File: src/rtl/pwrup_seq_pkg.sv
package pwrup_seq_pkg;
   typedef enum logic [1:0] {
      PS_OFF     = 2'd0,
      PS_RESTORE = 2'd1,
      PS_READY   = 2'd2
   } pwr_state_t;
endpackage

File: src/rtl/pwrup_seq_sync.sv
module pwrup_seq_sync #(
   parameter int STAGES = 2
) (
   input  logic clk,
   input  logic rst_n,
   input  logic async_in,
   output logic sync_out
);
   logic [STAGES-1:0] chain;

   generate
      if (STAGES < 2) begin : g_bad_stages
         $error("pwrup_seq_sync: STAGES must be at least 2");
      end
      for (genvar g = 0; g < STAGES; g++) begin : g_stage
         if (g == 0) begin : g_first
            always_ff @(posedge clk or negedge rst_n) begin
               if (!rst_n) chain[0] <= 1'b0;
               else        chain[0] <= async_in;
            end
         end else begin : g_next
            always_ff @(posedge clk or negedge rst_n) begin
               if (!rst_n) chain[g] <= 1'b0;
               else        chain[g] <= chain[g-1];
            end
         end
      end
   endgenerate

   assign sync_out = chain[STAGES-1];
endmodule

File: src/rtl/pwrup_seq_timer.sv
module pwrup_seq_timer #(
   parameter int CYCLES = 8
) (
   input  logic clk,
   input  logic rst_n,
   input  logic run,
   output logic done
);
   localparam int CW = (CYCLES > 1) ? $clog2(CYCLES) : 1;
   localparam logic [CW-1:0] LAST = CW'(CYCLES - 1);

   logic [CW-1:0] cnt;

   generate
      if (CYCLES < 2) begin : g_bad_cycles
         $error("pwrup_seq_timer: CYCLES must be at least 2");
      end
   endgenerate

   always_ff @(posedge clk or negedge rst_n) begin
      if (!rst_n)           cnt <= '0;
      else if (!run)        cnt <= '0;
      else if (cnt != LAST) cnt <= cnt + 1'b1;
   end

   assign done = run && (cnt == LAST);

   AST_DONE_NEEDS_RUN: assert property (@(posedge clk) disable iff (!rst_n)
      done |-> $past(run));
endmodule

File: src/rtl/pwrup_seq_flags.sv
module pwrup_seq_flags
   import pwrup_seq_pkg::*;
(
   input  logic       clk,
   input  logic       rst_n,
   input  pwr_state_t state,
   input  logic       s_ok,
   input  logic       done,
   input  logic       store_busy,
   input  logic       wr_req,
   output logic       recall_req,
   output logic       store_abort,
   output logic       wr_clash
);
   always_ff @(posedge clk or negedge rst_n) begin
      if (!rst_n) begin
         recall_req  <= 1'b0;
         store_abort <= 1'b0;
         wr_clash    <= 1'b0;
      end else begin
         recall_req  <= (state == PS_OFF) && s_ok;
         store_abort <= (state == PS_READY) && !s_ok && store_busy;
         wr_clash    <= (state == PS_RESTORE) && s_ok && done && wr_req;
      end
   end

   AST_ABORT_CAUSE: assert property (@(posedge clk) disable iff (!rst_n)
      store_abort |-> ($past(store_busy) && !$past(s_ok) && $past(state) == PS_READY));
endmodule

File: src/rtl/pwrup_recall_seq.sv
module pwrup_recall_seq
   import pwrup_seq_pkg::*;
#(
   parameter int SYNC_STAGES    = 2,
   parameter int RESTORE_CYCLES = 8
) (
   input  logic clk,
   input  logic rst_n,
   input  logic supply_ok_async,
   input  logic store_busy,
   input  logic wr_req,
   output logic recall_req,
   output logic store_allow,
   output logic store_abort,
   output logic access_en,
   output logic wr_clash
);
   pwr_state_t state, state_nx;
   logic       s_ok;
   logic       done;
   logic       run;

   pwrup_seq_sync #(.STAGES(SYNC_STAGES)) sync_i (
      .clk(clk), .rst_n(rst_n), .async_in(supply_ok_async), .sync_out(s_ok)
   );

   assign run = (state == PS_RESTORE);

   pwrup_seq_timer #(.CYCLES(RESTORE_CYCLES)) timer_i (
      .clk(clk), .rst_n(rst_n), .run(run), .done(done)
   );

   always_comb begin
      state_nx = state;
      unique case (state)
         PS_OFF:     if (s_ok) state_nx = PS_RESTORE;
         PS_RESTORE: if (!s_ok) state_nx = PS_OFF;
                     else if (done) state_nx = PS_READY;
         PS_READY:   if (!s_ok) state_nx = PS_OFF;
         default:    state_nx = PS_OFF;
      endcase
   end

   always_ff @(posedge clk or negedge rst_n) begin
      if (!rst_n) state <= PS_OFF;
      else        state <= state_nx;
   end

   pwrup_seq_flags flags_i (
      .clk(clk), .rst_n(rst_n), .state(state), .s_ok(s_ok), .done(done),
      .store_busy(store_busy), .wr_req(wr_req),
      .recall_req(recall_req), .store_abort(store_abort), .wr_clash(wr_clash)
   );

   assign access_en   = (state == PS_READY);
   assign store_allow = (state == PS_READY) && s_ok;

   AST_RECALL_ENTRY: assert property (@(posedge clk) disable iff (!rst_n)
      recall_req |-> (state == PS_RESTORE && $past(state) == PS_OFF));
   AST_READY_ENTRY: assert property (@(posedge clk) disable iff (!rst_n)
      (state == PS_READY && $past(state) != PS_READY) |-> ($past(state) == PS_RESTORE && $past(done)));
   AST_ALLOW_SUPPLY: assert property (@(posedge clk) disable iff (!rst_n)
      store_allow |-> (s_ok && $past(s_ok)));
   AST_CLASH_CAUSE: assert property (@(posedge clk) disable iff (!rst_n)
      wr_clash |-> ($past(wr_req) && state == PS_READY));
   AST_FALL_RETURN: assert property (@(posedge clk) disable iff (!rst_n)
      ($past(state) != PS_OFF && !$past(s_ok)) |-> state == PS_OFF);
endmodule

File: config.mk
export PLATFORM = sky130hd
export DESIGN_NAME = pwrup_recall_seq
export DESIGN_NICKNAME = d
export VERILOG_FILES = /design/src/rtl/pwrup_seq_pkg.sv /design/src/rtl/pwrup_seq_sync.sv /design/src/rtl/pwrup_seq_timer.sv /design/src/rtl/pwrup_seq_flags.sv /design/src/rtl/pwrup_recall_seq.sv
export SDC_FILE = /design/constraint.sdc
export NUM_CORES = 1
export LEC_CHECK = 0
export ABC_AREA = 1
export BUFFER_PORTS_ARGS = -buffer_cell sky130_fd_sc_hd__buf_4
export CORE_MARGIN = 3
export CORE_UTILIZATION = 31
export DETAILED_ROUTE_END_ITERATION = 7
export HOLD_SLACK_MARGIN = 0.12
export PLACE_DENSITY = 0.63
export SYNTH_ARGS = -nofsm -noshare
export SYNTH_HDL_FRONTEND = slang
export SYNTH_SLANG_ARGS = --single-unit
File: constraint.sdc
create_clock -name clk -period 2.67 [get_ports clk]
set_input_delay 0.6675 -clock clk [delete_from_list [all_inputs] [get_ports clk]]
set_output_delay 0.6675 -clock clk [all_outputs]
set_load 0.01 [all_outputs]
==> impl.org, run 1 <==
** Die
- After floorplanning, the core was divided into 12 placement rows.
- Total Die Area :: 0.00178 mm2
- Starting utilization of the core area :: 0.346
- I/O pin total :: 10
- Horiz. Die Dim :: 42.2 um
- From bottom edge to top edge, the die measures 42.2 um.
- The core region is 0.00117 mm2.

** Power and ir drop
- The share of total power dissipated in sequential elements is 0.577.
- IR analysis of the VDD net gives a maximum drop of 0.000430 V.
- Of the total power, the share spent switching nets is 0.241.
- Cell-internal power :: 0.000234 W
- Power density over cell area :: 602 mW/mm2
- Clock Power Share :: 0.301
- NetSw :: 0.0000743 W
- Summed over all cells, the static leakage comes to 0.289 nW.
- The share of total power dissipated in combinational logic is 0.122.

** Routing
- Number of nets with antenna violations after detailed routing :: 0
- Mean routed wirelength per cell :: 9.74 um
- In this run, the number of DRC markers left after iteration 0 of detailed routing was 1.
- The routed layout has 308 vias.
- Length of the first detailed-routing pass in iterations :: 3
- Summed over all layers, the routed wires come to 643 um.
- DRC violation count after routing :: 0
- Via density per instance :: 4.67

** GRT
- For this run, global-route usage on met2 was measured as 0.125.
- Entering global routing, the biggest net connects 11 pins.
- GRT overflow :: 0
- Initial antenna violation count :: 0
- For met3 alone, demand over resource in global routing was 0.0644.
- Global routing's busiest layer :: met2
- In the global route stage, met1 resource usage came out at 0.111.
- The first global-routing pass estimated 1200 um of wire.
- Total track usage :: 0.0894
- The number of global-route vias before repair came to 276.

** Worst setup path
- By startpoint and endpoint, the worst setup path is classified as flop to primary output.
- In this run the number of cells on the critical path is 5.
- Cell with the largest stage delay on the worst path :: sky130_fd_sc_hd__dfrtp_1
- Cells traversed along the worst timing path :: inv_1 > nor2_2 > nand2_1 > inv_1 > buf_4
- STA classifies the critical path endpoint as a primary output.
- Max incr delay on CP :: 0.38 ns
- Worst EP arrival :: 1.14 ns
- The critical path ends at store_allow.
- Register-to-register path setup slack :: 1.47 ns
- Counting cells, the worst reg-to-reg path comes to 5.
- The most critical setup path has its startpoint at state[1].
- STA puts the critical path data required time at 2.00 ns.
- In this run the critical register-to-register path is launched from timer_i.cnt[0].
- Largest delay share family, worst path :: flip-flops
- Critical register-to-register path endpoint :: state[0]
- In this run the worst path has a maximum fanout of 5.
- Critical Path Start Type :: flop
- By instance count, the cell type seen most on the critical path is sky130_fd_sc_hd__inv_1.
- Buffering stage count on the worst path with inverters included :: 3

** Synthesis
- For this run, asynchronously set or reset flops after synthesis account for 1.00.
- Counting every net in the synthesized netlist gives 47.
- Yosys synthesis warning count :: 0
- Cell accounting for the most synthesized area :: sky130_fd_sc_hd__dfrtp_1
- Of the post-synthesis cell area, the dominant cell type holds 0.617.
- In this run the cell area of the synthesized design comes to 405 um2.
- Seq/Total Area, Yosys :: 0.617
- sky130_fd_sc_hd__dfrtp_1 is the most common cell in the netlist.
- Post-Synthesis Cells :: 40
- Top_reg_cell synth :: sky130_fd_sc_hd__dfrtp_1
- Avg Synthesized Cell Area :: 10.1 um2
- Largest cells by area after synthesis :: sky130_fd_sc_hd__dfrtp_1 (62%), sky130_fd_sc_hd__nand2_1 (8.3%), sky130_fd_sc_hd__nand3_1 (7.4%)
- In this run, synthesis produced a sequential element count of 10.
- Most frequent cells after synthesis :: sky130_fd_sc_hd__dfrtp_1 (10), sky130_fd_sc_hd__nand2_1 (9), sky130_fd_sc_hd__nand3_1 (6)
- Counting flops with a built-in enable in the synthesized netlist gives 0.
- Synthesis instantiated 10 different standard cells from the library.

** Hold path
- The tightest min-delay check is of the primary input to asynchronous set/reset pin type.

** Clocking
- Clock-pin slew was measured on the worst setup and hold paths at 0.06 ns.
- CTS placed an instance of sky130_fd_sc_hd__clkbuf_4 at the clock tree root.
- Skew-Pair Late Insertion Delay :: 0.25 ns
- The number of hold buffers added after CTS was 0.
- After clock tree synthesis, the repair step resized 0 gates.
- Htree depth :: 1
- Maximum clock insertion buffer count :: 2
- Clock tree from TritonCTS :: built
- Number of setup buffers added after CTS :: 0
- The tree built by TritonCTS fans out to 10 sinks.
- TritonCTS Buffers :: 3

** STA
- Relative slew slack :: 0.861
- Tightest Pin Transition :: 0.208 ns
- Crit share post-route :: 0.675
- Post-Route Skew :: 0.00134 ns
- Setup violations remaining at the end of the flow were counted as 0.
- The smallest clock period supported by the final layout is computed as 1.80 ns.
- Number of max-slew violations in the final report :: 0
- Setup repair after global routing missed its margin :: no
- Setup Total Neg Slack :: 0 ns
- The hold violation total from the final report came to 0.
- Achievable clock frequency :: 555 MHz

** Layout
- Fill cells in the final layout number 126.
- Compared with the post-synthesis result, the final layout area differs by 26.5%.
- Number of standard cells in the final layout excluding fillers :: 66
- # diodes :: 0
- Layout cell share with drive strength beyond 1 :: 0.288
- Final nets :: 61

** Run
- Across the run, the number of max-cap violations was 0.

** Placement
- The wire-length estimate of the detail-placed layout is 492 um.
- Port-buffer cells :: 9
- Placed Instances :: 63
- Global placement routability congestion :: 0.732

** Status
- The run finished with clean final reports.
[sequential cells by signal, indices dropped and copies added (netlist names)]
register,cells
timer_i.cnt,3
flags_i.wr_clash,1
sync_i.sync_out,1
flags_i.store_abort,1
flags_i.recall_req,1
sync_i.chain,1
state,2
[final cells by class]
class / count / area [um2] / area share
Clock buffer: 3 / 22.5 / 0.0439
Inverter: 6 / 22.5 / 0.0439
Multi-Input combinational cell: 24 / 133 / 0.259
Sequential cell: 10 / 250 / 0.488
Tap cell: 14 / 17.5 / 0.0341
Timing Repair Buffer: 9 / 67.6 / 0.132
[worst min path at each step]
stage / to / slack [ns] / startpoint
global route: timer_i.cnt[1] / 0.23 / rst_n
detailed placement: sync_i.sync_out / 0.34 / sync_i.chain[0]
floorplan: sync_i.sync_out / 0.33 / sync_i.chain[0]
finish: timer_i.cnt[2] / 0.23 / rst_n
global placement: sync_i.sync_out / 0.34 / sync_i.chain[0]
CTS: timer_i.cnt[1] / 0.23 / rst_n
[cell usage in the layout, fill, tap and decap left out]
cell type,instances
sky130_fd_sc_hd__dfrtp_1,10
sky130_fd_sc_hd__nand2_1,9
sky130_fd_sc_hd__nand3_1,6
sky130_fd_sc_hd__ha_1,2
sky130_fd_sc_hd__inv_1,5
sky130_fd_sc_hd__nor2_1,2
sky130_fd_sc_hd__inv_2,1
sky130_fd_sc_hd__clkbuf_4,3
sky130_fd_sc_hd__buf_4,9
sky130_fd_sc_hd__nor2_4,1
sky130_fd_sc_hd__nand4_1,3
sky130_fd_sc_hd__nor2_2,1
[routing by layer]
metal / wire, um / share of wire / vias up
met5: 0 / 0 / -
met4: 7 / 0.011 / 0
met3: 60 / 0.093 / 2
met2: 306 / 0.48 / 10
met1: 268 / 0.42 / 142
li1: - / - / 154
[power by group through the flow]
stage           Clock, W  Combinational (W)  Sequential [W]
5_1_grt         0.000105          0.0000454        0.000180
2_1_floorplan          0          0.0000238        0.000178
4_1_cts        0.0000985          0.0000387        0.000178
3_3_place_gp           0          0.0000375        0.000181
6_report       0.0000930          0.0000377        0.000178
3_5_place_dp           0          0.0000387        0.000180
[metrics by stage]
step | setup slack, ns | total power, W | utilization | hold slack, ns | area (um2)
after floorplan | 1.19 | 0.000202 | - | 0.331 | 405
after global placement | 1.16 | 0.000218 | 0.419 | 0.337 | 490
after detailed placement | 1.15 | 0.000219 | 0.419 | 0.341 | 490
after CTS | 0.852 | 0.000315 | 0.438 | 0.226 | 513
after global routing | 0.746 | 0.000331 | 0.438 | 0.228 | 513
final | 0.867 | 0.000309 | 0.438 | 0.231 | 513
[worst register-to-register path, delay by kind of cell, from the launching register on]
| kind | cells | cell delay, ns |
|---|---|---|
| adders and majority gates | 2 | 0.45 |
| DFF | 1 | 0.39 |
| and+or+nand+nor | 2 | 0.15 |
| buffers and inverters | 1 | 0.14 |
[kinds of logic (layout without fill, tap and decap cells)]
logic type | Yosys count | after routing | synth area share
buffers and inverters | 6 | 18 | 0.0556
DFF | 10 | 10 | 0.617
adders and majority gates | 2 | 2 | 0.0617
and+or+nand+nor | 22 | 22 | 0.265
Note: power is estimated with default switching activity, not from simulation.
==> inputs of run 2 (changes only) <==
Settings changed: PLACE_DENSITY 0.63 to 0.65.
Clock period 2.67 ns to 1.5 ns, I/O delays scaled along.
==> run 2 against run 1 <==
Net effect:
- final cell count rose by 4.5%
- non-clock buffer count rose by 3
- worst setup slack got worse by 0.80 ns
- flip-flop and latch count did not move
- sequential share of layout area fell by 2.6 points
- clock skew rose by 0.0029 ns
- critical endpoint unchanged
- via count rose by 1.6%
- clock power rose by 92%
- routed wire length rose by 11%
- total power rose by 87%
==> impl.org, run 2 (synthesis results as in run 1) <==
** Placement
- Global placement routability congestion :: 0.739
- The count of buffers added on input and output ports is 9.
- The wire-length estimate of the detail-placed layout is 497 um.

** Routing
- Total Routed Length :: 713 um
- Using the TritonRoute via totals, the vias-per-cell ratio works out to 4.54.
- For this block, the initial DRC count from the detailed router was 1.
- The routed layout has 313 vias.
- Dividing the detail-routed wire length by the instance count gives 10.3 um.
- DRC violation count after routing :: 0
- Length of the first detailed-routing pass in iterations :: 2
- Number of nets with antenna violations after detailed routing :: 0

** Layout
- Number of flip-flops in the largest register :: 3
- Layout cell share with drive strength beyond 1 :: 0.345
- From synthesis to final layout, the design area changed by 34.3%.
- Commonest non-fill, non-tap cell in the layout :: sky130_fd_sc_hd__buf_4
- Register containing the most flip-flops in the final layout :: timer_i.cnt
- Final nets :: 64
- The repair_antennas step left the layout with diodes totalling 0.
- Post-layout utilization of the core :: 0.465
- In the final layout, the registers with the most flip-flops are timer_i.cnt: 3 flops, state: 2 flops.
- The library cells used most frequently in the layout, excluding fill and tap cells, are sky130_fd_sc_hd__buf_4 (11), sky130_fd_sc_hd__nand2_1 (9), sky130_fd_sc_hd__dfrtp_1 (9).

** Power and ir drop
- Cell-internal power :: 0.000426 W
- Summed over all cells, the static leakage comes to 0.303 nW.
- In this run the power spent charging and discharging nets is 0.000151 W.
- The share of total power dissipated in sequential elements is 0.548.
- VDD IR max :: 0.000562 V
- Clock Power Share :: 0.311
- Power density over cell area :: 1060 mW/mm2
- Total Power :: 0.000577 W
- Gate power share :: 0.141
- Net switching fraction of the power :: 0.261

** Worst setup path
- Worst EP arrival :: 1.05 ns
- The worst setup path is of the flop to primary output kind.
- Critical Path Start Type :: flop
- Cells traversed along the worst timing path :: nor2_4 > nand2_1 > inv_1 > buf_4
- The cell family contributing the most delay on the critical path is flip-flops.
- STA classifies the critical path endpoint as a primary output.
- For this design, the slowest cell found on the critical path is sky130_fd_sc_hd__dfrtp_2.
- The number of buffers and inverters on the critical path is 2.
- Max incr delay on CP :: 0.44 ns
- Along the worst path, the maximum fanout reaches 3.
- Worst Path Required :: 1.12 ns

** Die
- After floorplanning, the core was divided into 12 placement rows.
- The die is 42.2 um tall.
- The total area inside the core boundary comes to 0.00117 mm2.
- Total Die Area :: 0.00178 mm2
- I/O pin total :: 10
- The initial utilization of the core area, before any placement, comes to 0.346.
- The die is 42.2 um wide.

** GRT
- Initial antenna violation count :: 0
- Entering global routing, the biggest net connects 11 pins.
- First-pass GRT wire length :: 1250 um
- In the global route stage, overall resource usage came out at 0.0965.
- Via count of the first global-routing pass :: 309
- GRT overflow :: 0

** STA
- Final setup fails :: 0
- Relative slew slack :: 0.860
- Tightest Pin Transition :: 0.209 ns
- Timing would allow up to 700 MHz.
- Number of max-slew violations in the final report :: 0
- Clock skew on the completed layout was measured at 0.00422 ns.
- Of the available clock period, the critical path in the final layout requires 0.952.
- Setup repair after global routing left no endpoint under its margin.
- Fin. Hold Viols :: 0
- In the final timing run, aggregate negative setup slack is 0 ns.
- The worst path needs 1.43 ns of the cycle, external delays included.

** Clocking
- For the worst-skew pair, the clock arrives at the later sink with an insertion delay of 0.26 ns.
- # clock sinks :: 10
- CTS built an H-tree with a depth of 1.
- Maximum clock insertion buffer count :: 2
- TritonCTS Buffers :: 3
- TritonCTS built the clock tree.
- Master cell of the clock root buffer :: sky130_fd_sc_hd__clkbuf_4
- Clock-pin slew was measured on the worst setup and hold paths at 0.06 ns.

** Hold path
- The path class of the tightest hold or removal check is primary input to flop.

** Status
- The flow ran to the end, and the final reports show no timing, DRC or antenna violations.

** Run
- The tool flagged a number of max-cap violations equal to 0.
## run 2: cell types whose count changed in the layout (fill, tap and decap cells not counted), sizes merged
cell,delta
buf,+2
dlygate4sd3,+1
## run 2: power groups by stage
| stage | combinational, W | clock [W] | sequential (W) |
|---|---|---|---|
| 2_1_floorplan | 0.0000423 | 0 | 0.000317 |
| 3_3_place_gp | 0.0000678 | 0 | 0.000320 |
| 3_5_place_dp | 0.0000703 | 0 | 0.000322 |
| 4_1_cts | 0.0000728 | 0.000183 | 0.000317 |
| 5_1_grt | 0.0000940 | 0.000193 | 0.000321 |
| 6_report | 0.0000813 | 0.000179 | 0.000316 |
## run 2: path summary, 6_finish.rpt
check                                start               to  slack, ns  cells after the start
max in group asynchronous            rst_n         state[0]       0.87                      2
max reg2reg                 timer_i.cnt[0]         state[0]       0.28                      5
min in group asynchronous            rst_n   timer_i.cnt[2]       0.47                      2
min                        supply_ok_async  sync_i.chain[0]       0.22                      1
min reg2reg                sync_i.chain[0]  sync_i.sync_out       0.35                      0
max                               state[0]      store_allow       0.07                      4
## run 2: what timing repair did
action / CTS / global route
hold buffers: 1 / 0
endpoints found under the setup margin: 1 / 1
resized for setup: 0 / 3
pin swaps: 0 / 0
buffers inserted: 1 / 1
hold endpoints to repair: 10 / 0
## run 2: routing by layer
metal	wire, um	track usage
met3	44	0.0386
met4	22	0.0745
met5	0	0
met2	309	0.137
met1	336	0.114
## run 2: layout make-up
type | instances | area [um2]
inverter | 6 | 22.5
clock buffer | 3 | 22.5
sequential | 10 | 251
multi-input combinational | 24 | 138
tap | 14 | 17.5
timing repair buffer | 12 | 92.6
fill | 125 | 627
## run 2: through the flow
stage                     instance area, um2  instances  worst slack [ns]  hold slack (ns)
after CTS                                531         68           0.00176            0.218
after global placement                   490         63             0.265            0.211
final                                    544         69            0.0720            0.220
after global routing                     544         69           0.00815            0.216
after floorplan                          405         40             0.316           0.0794
after detailed placement                 490         63             0.282            0.210
==> inputs of run 3 (changes only) <==
Settings changed: CORE_AREA set to 3 3 40 42, CORE_MARGIN 3 to not set, CORE_UTILIZATION 31 to not set, DIE_AREA set to 0 0 43 45, PLACE_DENSITY 0.65 to 0.64, TNS_END_PERCENT set to 30.
==> run 3 against run 2 <==
Net effect:
- clock skew increased by 0.0015 ns
- largest power group unchanged
- critical path depth up 1
- non-clock buffer count up 5
- worst setup slack got worse by 0.031 ns
- design area is 6.9% higher
- core utilization decreased by 1.2 points
==> impl.org, run 3 (synthesis results as in run 1) <==
** Status
- The flow ran to the end, and the final reports show no timing, DRC or antenna violations.

** Layout
- # diodes :: 0
- Commonest non-fill, non-tap cell in the layout :: sky130_fd_sc_hd__buf_4
- In the final layout, the registers with the most flip-flops are timer_i.cnt: 3 flops, state: 2 flops.
- Relative to the synthesized area, the layout overhead comes to 43.5%.
- The register with the most flip-flops in the layout has 3 of them.
- Count of fill cells added during filler insertion :: 129
- More flip-flops sit in one register than any other, and that register is timer_i.cnt.
- The top cell types in the final layout, fill and taps aside, are sky130_fd_sc_hd__buf_4 (16), sky130_fd_sc_hd__dfrtp_1 (10), sky130_fd_sc_hd__nand2_1 (9).
- Layout cell share with drive strength beyond 1 :: 0.383
- Final nets :: 69
- At the end of the flow the core is filled with cells to 0.453.

** Routing
- Length of the first detailed-routing pass in iterations :: 4
- Via count :: 351
- Via density per instance :: 4.68
- For this block, the initial DRC count from the detailed router was 10.
- Total Routed Length :: 895 um
- DRC violation count after routing :: 0
- In this run the remaining antenna-violating nets after routing total 0.
- Dividing the detail-routed wire length by the instance count gives 11.9 um.

** Power and ir drop
- Power density over cell area :: 986 mW/mm2
- Static power due to leakage :: 0.328 nW
- The worst-case IR drop observed on VDD is 0.000489 V.
- Total power for the finished layout comes to 0.000574 W.

** STA
- Adding up every negative setup slack in the final design gives 0 ns.
- Crit share post-route :: 0.973
- The hold violation total from the final report came to 0.
- Achievable clock frequency :: 685 MHz
- For the finished layout, the period the worst path requires is 1.46 ns.
- The tightest hold path in the finished design has a slack of 0.219 ns.
- Post-Route Skew :: 0.00576 ns
- Final setup fails :: 0
- Worst Setup Slack, final :: 0.0409 ns
- For the pin with the worst max-slew slack, the measured transition is 0.217 ns.
- Relative slew slack :: 0.855
- The count of pins over their slew limit was 0.

** Die
- The die is 43 um wide.
- For this configuration, the core starts out at a cell density of 0.315.
- Measured along the y axis, the die boundary spans 45 um.
- I/O pin total :: 10
- The initialized floorplan defines 13 standard-cell rows.
- The floorplan step defined a die boundary enclosing 0.00194 mm2.
- Floorplan core area :: 0.00128 mm2

** Worst setup path
- Highest fanout seen on the critical path :: 4
- Max incr delay on CP :: 0.36 ns
- For the worst setup path, the data arrival time is 1.08 ns.
- Largest delay share family, worst path :: flip-flops
- The worst setup path is launched from a flop.
- Register-to-register path setup slack :: 0.30 ns
- Buffering stage count on the worst path with inverters included :: 3
- The worst register-to-register path ends at timer_i.cnt[2].
- For the worst setup path, the data required time is 1.12 ns.
- Launch point of the worst reg-to-reg path :: timer_i.cnt[0]
- The slowest stage of the critical path belongs to the cell sky130_fd_sc_hd__dfrtp_1.
- Worst Path Class, Setup :: flop to primary output
- Kind of end point of the critical path :: primary output
- Cells traversed along the worst timing path :: inv_2 > nor2_4 > nand2_1 > inv_1 > buf_4
- The worst register-to-register path has a depth of 5.

** GRT
- Entering global routing, the biggest net connects 11 pins.
- The number of global-route vias before repair is 334.
- In the global route stage, overall resource usage came out at 0.104.
- The first global-routing pass estimated 1390 um of wire.
- Initial antenna violation count :: 0
- The total overflow left after global routing is 0.

** Clocking
- The number of clock buffers added by TritonCTS is 3.
- The tree built by TritonCTS fans out to 10 sinks.
- Master cell of the clock root buffer :: sky130_fd_sc_hd__clkbuf_4
- TritonCTS built the clock tree.
- No sink is reached through more buffers than the 2 on the longest clock path.
- Skew-Pair Late Insertion Delay :: 0.26 ns
- CTS built an H-tree with a depth of 1.
- Clock-pin slew was measured on the worst setup and hold paths at 0.05 ns.

** Hold path
- The min-delay analysis places its worst path in the category primary input to flop.
- Worst Hold Depth :: 1
- In this run the most critical hold path is launched from supply_ok_async.
- The worst hold path terminates at sync_i.chain[0].

** Placement
- Port-buffer cells :: 9
- Detailed placement finished with a half-perimeter wire length of 568 um.
- The congestion estimate from routability-driven global placement came to 0.843.
- Setup slack at placement :: 0.249 ns

** Run
- Max-cap violations in this run came to 0.
-- run 3: how the worst max path moves through the flow --
stage | start | endpoint | slack, ns | cells after the start
2_1_floorplan | state[1] | store_allow | 0.32 | 4
3_3_place_gp | state[1] | store_allow | 0.28 | 5
3_5_place_dp | state[1] | store_allow | 0.25 | 5
4_1_cts | state[1] | store_allow | 0.01 | 5
5_1_grt | state[1] | store_allow | -0.008 | 5
6_report | state[1] | store_allow | 0.04 | 5
-- run 3: area by class of cell --
cell class | count | area, um2 | share of cell area
sequential | 10 | 250 | 0.430
multi-input combinational | 24 | 138 | 0.237
timing repair buffer | 17 | 130 | 0.224
clock buffer | 3 | 22.5 | 0.0387
inverter | 6 | 22.5 | 0.0387
tap | 15 | 18.8 | 0.0323
-- run 3: timing repair --
| item | CTS | global route |
|---|---|---|
| hold buffers | 1 | 0 |
| buffers inserted | 2 | 5 |
| endpoints found under the setup margin | 1 | 1 |
| pin swaps | 0 | 1 |
| gates resized for setup | 0 | 2 |
| hold endpoints to repair | 10 | 0 |
-- run 3: layer usage --
metal | vias to the layer above | track usage | share of wire
met5 | - | 0 | 0
met4 | 0 | 0.0482 | 0.023
met3 | 5 | 0.0637 | 0.086
met2 | 14 | 0.144 | 0.45
met1 | 162 | 0.128 | 0.44
li1 | 170 | - | -
-- run 3: per-stage QoR --
| stage | std cells | area, um2 |
|---|---|---|
| after floorplan | 40 | 405 |
| after global placement | 64 | 492 |
| after detailed placement | 64 | 492 |
| after CTS | 70 | 539 |
| after global routing | 75 | 582 |
| final | 75 | 582 |
-- run 3: power by group --
group | internal [W] | total, W | leakage (nW) | switching [W]
Sequential | 0.000295 | 0.000314 | 0.130 | 0.0000192
Combinational | 0.0000380 | 0.0000829 | 0.184 | 0.0000450
Clock | 0.0000923 | 0.000176 | 0.0138 | 0.0000841
Total | 0.000425 | 0.000574 | 0.328 | 0.000148
-- run 3: worst reg2reg max path, stage by stage, from the launching register on --
cell                      delay (ns)
sky130_fd_sc_hd__dfrtp_1        0.39
sky130_fd_sc_hd__ha_1           0.20
sky130_fd_sc_hd__ha_1           0.24
sky130_fd_sc_hd__inv_1          0.15
sky130_fd_sc_hd__nand3_1        0.09
sky130_fd_sc_hd__nand2_1        0.07
